[config.mk]
export PLATFORM = sky130hd
export DESIGN_NAME = async_read_seq
export DESIGN_NICKNAME = d
export VERILOG_FILES = /design/src/rtl/rdseq_pkg.sv /design/src/rtl/rdseq_timer.sv /design/src/rtl/rdseq_window.sv /design/src/rtl/rdseq_csdec.sv /design/src/rtl/async_read_seq.sv
export SDC_FILE = /design/constraint.sdc
export NUM_CORES = 1
export LEC_CHECK = 0
export ABC_AREA = 1
export BUFFER_PORTS_ARGS = -buffer_cell sky130_fd_sc_hd__buf_2
export CAP_MARGIN = 0
export CORE_ASPECT_RATIO = 0.9
export CORE_MARGIN = 4
export CORE_UTILIZATION = 55
export DETAILED_ROUTE_END_ITERATION = 10
export HOLD_SLACK_MARGIN = 0.12
export PLACE_DENSITY = 0.86
export SLEW_MARGIN = 25
export SYNTH_ARGS = -nofsm -noshare
export SYNTH_HDL_FRONTEND = slang
export SYNTH_HIERARCHICAL = 1
export SYNTH_SLANG_ARGS = --single-unit
[constraint.sdc]
create_clock -name clk -period 9.73 [get_ports clk]
set_input_delay 1.946 -clock clk [delete_from_list [all_inputs] [get_ports clk]]
set_output_delay 1.946 -clock clk [all_outputs]
set_load 0.01 [all_outputs]
[src/rtl/rdseq_pkg.sv]
package rdseq_pkg;
  typedef enum logic {
    SEQ_IDLE = 1'b0,
    SEQ_RUN  = 1'b1
  } seq_state_e;
endpackage

[src/rtl/rdseq_timer.sv]
module rdseq_timer #(
  parameter int CW = 8
) (
  input  logic          clk,
  input  logic          rst,
  input  logic          start,
  input  logic [CW-1:0] cyc_len,
  output logic          run_q,
  output logic          run_nxt,
  output logic [CW-1:0] k_nxt,
  output logic          done_q
);
  import rdseq_pkg::*;

  seq_state_e    state_q;
  logic [CW-1:0] cnt_q;
  logic [CW-1:0] len_eff;

  assign len_eff = (cyc_len == '0) ? CW'(1) : cyc_len;
  assign run_q   = (state_q == SEQ_RUN);

  always_comb begin
    k_nxt   = cnt_q;
    run_nxt = 1'b0;
    if (state_q == SEQ_RUN) begin
      k_nxt   = cnt_q + 1'b1;
      run_nxt = (k_nxt != len_eff);
    end else if (start) begin
      k_nxt   = '0;
      run_nxt = 1'b1;
    end
  end

  always_ff @(posedge clk) begin
    if (rst) begin
      state_q <= SEQ_IDLE;
      cnt_q   <= '0;
      done_q  <= 1'b0;
    end else begin
      state_q <= run_nxt ? SEQ_RUN : SEQ_IDLE;
      cnt_q   <= k_nxt;
      done_q  <= run_q && !run_nxt;
    end
  end
endmodule

[src/rtl/rdseq_window.sv]
module rdseq_window #(
  parameter int CW = 8
) (
  input  logic          clk,
  input  logic          rst,
  input  logic          run_nxt,
  input  logic [CW-1:0] k_nxt,
  input  logic [CW-1:0] setup,
  input  logic [CW-1:0] pulse,
  output logic          act_nxt,
  output logic          act_q
);
  logic [CW:0] open_at;
  logic [CW:0] close_at;
  logic [CW:0] k_ext;

  assign open_at  = {1'b0, setup};
  assign close_at = open_at + {1'b0, pulse};
  assign k_ext    = {1'b0, k_nxt};
  assign act_nxt  = run_nxt && (k_ext >= open_at) && (k_ext < close_at);

  always_ff @(posedge clk) begin
    if (rst) act_q <= 1'b0;
    else     act_q <= act_nxt;
  end
endmodule

[src/rtl/rdseq_csdec.sv]
module rdseq_csdec #(
  parameter int NCS = 4,
  localparam int SW = $clog2(NCS)
) (
  input  logic           clk,
  input  logic           rst,
  input  logic           act_nxt,
  input  logic [SW-1:0]  sel_nxt,
  output logic [NCS-1:0] cs_n_q
);
  for (genvar i = 0; i < NCS; i++) begin : g_line
    always_ff @(posedge clk) begin
      if (rst) cs_n_q[i] <= 1'b1;
      else     cs_n_q[i] <= !(act_nxt && (sel_nxt == SW'(i)));
    end
  end
endmodule

[src/rtl/async_read_seq.sv]
module async_read_seq #(
  parameter int AW  = 24,
  parameter int DW  = 8,
  parameter int NCS = 4,
  parameter int CW  = 8,
  localparam int SW = $clog2(NCS)
) (
  input  logic           clk,
  input  logic           rst,
  input  logic           req_valid,
  output logic           req_ready,
  input  logic [AW-1:0]  req_addr,
  input  logic [SW-1:0]  req_cs,
  input  logic [CW-1:0]  t_rd_setup,
  input  logic [CW-1:0]  t_rd_pulse,
  input  logic [CW-1:0]  t_cs_setup,
  input  logic [CW-1:0]  t_cs_pulse,
  input  logic [CW-1:0]  t_cycle,
  output logic [AW-1:0]  mem_addr,
  output logic           mem_rd_n,
  output logic [NCS-1:0] mem_cs_n,
  input  logic [DW-1:0]  mem_rdata,
  output logic           rsp_valid,
  output logic [DW-1:0]  rsp_data
);
  logic          accept;
  logic          run_q, run_nxt;
  logic [CW-1:0] k_nxt;

  logic [CW-1:0] rs_q, rp_q, ss_q, sp_q, cyc_q;
  logic [CW-1:0] rs_n, rp_n, ss_n, sp_n, cyc_n;
  logic [SW-1:0] sel_q, sel_n;
  logic          rd_act_nxt, rd_act_q;
  logic          cs_act_nxt, cs_act_q;
  logic [AW-1:0] addr_q;
  logic [DW-1:0] cap_q;

  assign req_ready = !run_q;
  assign accept    = req_valid && req_ready;

  assign rs_n  = accept ? t_rd_setup : rs_q;
  assign rp_n  = accept ? t_rd_pulse : rp_q;
  assign ss_n  = accept ? t_cs_setup : ss_q;
  assign sp_n  = accept ? t_cs_pulse : sp_q;
  assign cyc_n = accept ? t_cycle    : cyc_q;
  assign sel_n = accept ? req_cs     : sel_q;

  always_ff @(posedge clk) begin
    if (rst) begin
      rs_q   <= '0;
      rp_q   <= '0;
      ss_q   <= '0;
      sp_q   <= '0;
      cyc_q  <= '0;
      sel_q  <= '0;
      addr_q <= '0;
    end else begin
      rs_q  <= rs_n;
      rp_q  <= rp_n;
      ss_q  <= ss_n;
      sp_q  <= sp_n;
      cyc_q <= cyc_n;
      sel_q <= sel_n;
      if (accept) addr_q <= req_addr;
    end
  end

  rdseq_timer #(.CW(CW)) u_timer (
    .clk     (clk),
    .rst     (rst),
    .start   (accept),
    .cyc_len (cyc_n),
    .run_q   (run_q),
    .run_nxt (run_nxt),
    .k_nxt   (k_nxt),
    .done_q  (rsp_valid)
  );

  rdseq_window #(.CW(CW)) u_rd_win (
    .clk     (clk),
    .rst     (rst),
    .run_nxt (run_nxt),
    .k_nxt   (k_nxt),
    .setup   (rs_n),
    .pulse   (rp_n),
    .act_nxt (rd_act_nxt),
    .act_q   (rd_act_q)
  );

  rdseq_window #(.CW(CW)) u_cs_win (
    .clk     (clk),
    .rst     (rst),
    .run_nxt (run_nxt),
    .k_nxt   (k_nxt),
    .setup   (ss_n),
    .pulse   (sp_n),
    .act_nxt (cs_act_nxt),
    .act_q   (cs_act_q)
  );

  rdseq_csdec #(.NCS(NCS)) u_csdec (
    .clk     (clk),
    .rst     (rst),
    .act_nxt (cs_act_nxt),
    .sel_nxt (sel_n),
    .cs_n_q  (mem_cs_n)
  );

  // Sample the bus on the edge where the strobe returns high.
  always_ff @(posedge clk) begin
    if (rst || accept)                cap_q <= '0;
    else if (rd_act_q && !rd_act_nxt) cap_q <= mem_rdata;
  end

  logic cs_unused;
  assign cs_unused = cs_act_q;

  assign mem_addr = addr_q;
  assign mem_rd_n = !rd_act_q;
  assign rsp_data = cap_q;
endmodule

Word-level counts from Yosys, hierarchy flattened
Index checks and enable logic that the tools add are counted.
Widths: inputs -> output; s select.
Cells by class
  add/sub/neg operators: 3
  order comparisons: 4
  equality and inequality tests: 4
  mux-type cells: 12
  reductions and logical operators: 22
Operator list (number)
  $mux 8: 8
  $add 8x8->9: 2
  $lt 8x9->1: 2
  $ge 8x8->1: 2
  $logic_and 1x1->1: 11
  $add 8x1->8 const B: 1
  $logic_not 1->1: 8
  $logic_not 8->1: 1
  $ne 8x8->1: 1
  $eq 2x2->1 const B: 2
  $mux 1: 3
  $eq 2x1->1 const B: 1
  $logic_not 2->1: 1
  $mux 2: 1
  $logic_or 1x1->1: 1
Word-level totals
  register bits after elaboration: 89
  input bits: 77
  output and inout bits: 39
  word-level logic and storage cells: 61

Longest topological paths before layout
  depth after elaboration: 11
  mapped depth: 29
  mapped depth without buffers: 28

Hierarchy
Netlist, hierarchy kept.
Modules (own cells, without submodules)
  async_read_seq: instances 1, cells each 524, area an instance 3372.0 µm², seq. area each 1481.4 µm²
  rdseq_window: instances 2, cells each 111, area an instance 732.0 µm², seq. area each 20.0 µm²
  rdseq_timer: instances 1, cells each 124, area an instance 743.2 µm², seq. area each 200.2 µm²
  rdseq_csdec: instances 1, cells each 17, area an instance 136.4 µm², seq. area each 80.1 µm²

Worst setup path after synthesis
No wires, ideal clock.
  path type: in2reg
  from: input req_valid
  to: register cap_q[0] (netlist: rsp_data[0])
  setup time: 0.071 ns
  data arrival time: 4.719 ns
  data required time: 9.659 ns
  slack: 4.940 ns
  stages: 28
  path buffers: 1
  cell sequence: nand2_2 > buf_2 > nand2_1 > nand2_1 > inv_1 > ha_1 > inv_1 > fa_1 > inv_1 > a21oi_1 > o21ai_2 > xor2_1 > ha_1 > nand2_1 > inv_1 > nand2_1 > nand3_1 > nand2_1 > nand2_1 > nand2_1 > nand2_1 > nand2_1 > nand2_2 > inv_1 > clkinv_1 > nand2_1 > nand2_1 > a21oi_1
On the way
  elaborated cells between the ends (all ways): 19
  classes of those cells: 1 x add/sub; 2 x order compare; 1 x eq/ne; 8 x mux; 7 x reduce/logical
RTL lines
  start: declaration: RTL line async_read_seq.sv:10  | input logic req_valid,
  $logic_and 1x1->1 *: RTL line async_read_seq.sv:39  | assign accept = req_valid && req_ready;
  $mux 8 *: RTL line async_read_seq.sv:41  | assign rs_n = accept ? t_rd_setup : rs_q;
  net rs_n[0]: RTL line async_read_seq.sv:31  | logic [CW-1:0] rs_n, rp_n, ss_n, sp_n, cyc_n;
  $add 8x8->9 or $ge 8x8->1 (tied branches): RTL line rdseq_window.sv:18, rdseq_window.sv:20
  $lt 8x9->1 or $logic_and 1x1->1 (tied branches): RTL line rdseq_window.sv:20  | assign act_nxt = run_nxt && (k_ext >= open_at) && (k_ext < close_at);
  $logic_and 1x1->1 *: RTL line rdseq_window.sv:20
  net rd_act_nxt: RTL line async_read_seq.sv:33  | logic rd_act_nxt, rd_act_q;
  $logic_not 1->1 *: RTL line async_read_seq.sv:112  | else if (rd_act_q && !rd_act_nxt) cap_q <= mem_rdata;
  $logic_and 1x1->1 *: RTL line async_read_seq.sv:112
  end signal: assignment: RTL line async_read_seq.sv:112
  end: declaration: RTL line async_read_seq.sv:36  | logic [DW-1:0] cap_q;
The timed path passes the listed nets; every way through them passes the cells marked *.
A chain may end at the register's enable or synchronous reset.

Worst setup path in the final report
  from: input req_valid
  to: register cap_q[7] (netlist: rsp_data[7])
The elaborated chain is that of the path after synthesis.

==> flow_summary.yaml <==
outcome:
  status: "completed"
cts:
  cts_resized: 0
  cts-hold-fix-buffers: 0
  clk_latency_ns: 0.34
  clk_pin_slew_ns: 0.06
  ctsHtreeMaxLevel: 3
  cts-root-buf: "clkbuf_16"
  cts_setup_buffers: 0
  cts_tree: "yes"
  cts_buffers: 9
  cts_sinks: 89
  clockBufferDepth: 2
critical_path:
  cp_max_fo: 67
  crit_arrival_ns: 6.38
  cp-end-kind: "register"
  cp.required_ns: 9.99
  cp_common_cell: "nand2_1"
  crit_type: "primary input to register"
  cp-start-kind: "primary input"
  max_stage_delay_ns: 0.67
  critPathSlowestCell: "nand2_2"
power:
  power.density_mw_per_mm2: 158.6
  p_leak_uw: 0.003928
  peakVddDrop_mv: 0.08136
  total_power_uw: 1047
floorplanning:
  start_util: 0.5764
  ios: 116
  die-area_mm2: 0.01204
  coreArea_mm2: 0.009869
  rows: 34
  fp.dieW_um: 115.2
  die_h_um: 104.5
final_layout:
  design_area_mm2: 0.006603
  diodes: 0
  fin_nets: 1110
  syn_to_final_growth_pct: 16.05
  drive_gt1_frac: 0.1608
route:
  wirelength_mm: 13.06
  wl_per_cell_um: 11.72
  first_pass_iters: 5
  detail-route-antenna-nets: 0
  viasPerCell: 4.886
  drc: 0
  drtIter0Drc: 463
  vias: 5448
timing:
  drv_slew: 0
  slew_headroom: 0.4277
  clock_skew_ns: 0.007834
  worstMarginPinSlew_ns: 0.8554
  hold_violations: 0
  fin_setup_tns_ns: 0
  fin_crit_ns: 6.121
  fmax_ghz: 0.1634
  setup_viol: 0
  fin_hold_ws_ns: 0.4617
  rsz0062_at_grt: "false"
  period_share: 0.6291
synth:
  synth_warnings: 6
  postSynthAreaPerCell_um2: 6.428
  synthCells: 885
  synth.net_count: 1011
  synth_area_mm2: 0.005689
global_route:
  grt_overflow_total: 0
  antenna_found_initial: 0
  grt_pass1_vias: 4878
  grt_use_total: 0.2142
  grt_pass1_wl_mm: 21.42
  grt_start_max_net_pins: 69
placed_design:
  io_buffers: 115
  gp_congestion: 0.8782
  place_hpwl_mm: 9.658
  place_area_mm2: 0.006289
flow_run:
  cap_viol_max_count: 0
worst_hold_path:
  min_path_type: "register to register"
[layer usage]
metal / vias up / global-route usage / wire [µm]
li1: 2859 / - / -
met5: - / 0 / 0
met2: 158 / 0.3587 / 6042
met1: 2419 / 0.2827 / 5961
met4: 0 / 0.04359 / 114
met3: 12 / 0.04596 / 945
[report_power, final]
group	total [µW]	internal (µW)	switching (µW)
clock network	361	209	152
registers	398	389	9.56
logic	288	109	178
total	1050	707	340
[metrics by stage]
stage | setup slack, ns | std cells | utilization
finish | 3.609 | 1115 | 0.6690
global route | 3.062 | 1115 | 0.6690
CTS | 3.681 | 1115 | 0.6687
detailed placement | 3.364 | 1099 | 0.6372
global placement | 3.540 | 1099 | 0.6372
floorplan | 4.940 | 885 | -
[cell usage in the layout, fill, tap and decap left out, types with 2 or more instances in the layout]
cell type / count
inv_2: 7
nand4_1: 6
xor2_1: 11
inv_1: 204
nor2_4: 2
nand2_1: 209
clkbuf_16: 9
nand2_2: 6
nand3_2: 3
fa_1: 2
o21ai_2: 2
a31oi_1: 2
buf_4: 3
nor3_1: 4
o22ai_1: 3
nand3b_1: 25
o21ai_0: 5
buf_2: 114
o21bai_2: 2
xnor2_1: 2
nor2_1: 112
a21oi_1: 35
nand3_1: 69
ha_1: 47
dfxtp_1: 89
o21ai_1: 2
nor2_2: 4
inv_6: 3
[path summary, 6_finish.rpt]
path | startpoint | slack (ns) | cells after the start | to
max | req_valid | 3.61 | 29 | rsp_data[7]
min | rsp_data[6] | 0.46 | 2 | rsp_data[6]
min reg2reg | rsp_data[6] | 0.46 | 2 | rsp_data[6]
max reg2reg | u_timer/run_q | 4.79 | 29 | rsp_data[7]
[worst max-delay path, delay by kind of cell]
kind / cells / cell delay [ns]
AND/OR/NAND/NOR: 14 / 1.88
buffers and inverters: 8 / 1.08
adder cells (fa/ha/maj): 3 / 0.84
AO/OA/AOI/OAI: 3 / 0.36
XOR/XNOR: 1 / 0.19
[state kept, by name, indices dropped and copies added (netlist names), 2 cells and up]
name / count
cyc_q: 8
rsp_data: 8
ss_q: 8
u_csdec/cs_n_q: 4
mem_addr: 24
rp_q: 8
sel_q: 2
rs_q: 8
u_timer/cnt_q: 8
sp_q: 8
[cell type report]
| type | instances | area, µm² |
|---|---|---|
| Multi-Input combinational cell | 555 | 2963 |
| Tap cell | 126 | 157.7 |
| Timing Repair Buffer | 117 | 593.1 |
| Inverter | 212 | 795.8 |
| Fill cell | 874 | 3267 |
| Sequential cell | 89 | 1782 |
| Clock buffer | 10 | 239.0 |
| Clock inverter | 6 | 72.57 |
No activity file was read; power rests on OpenSTA's default activity.
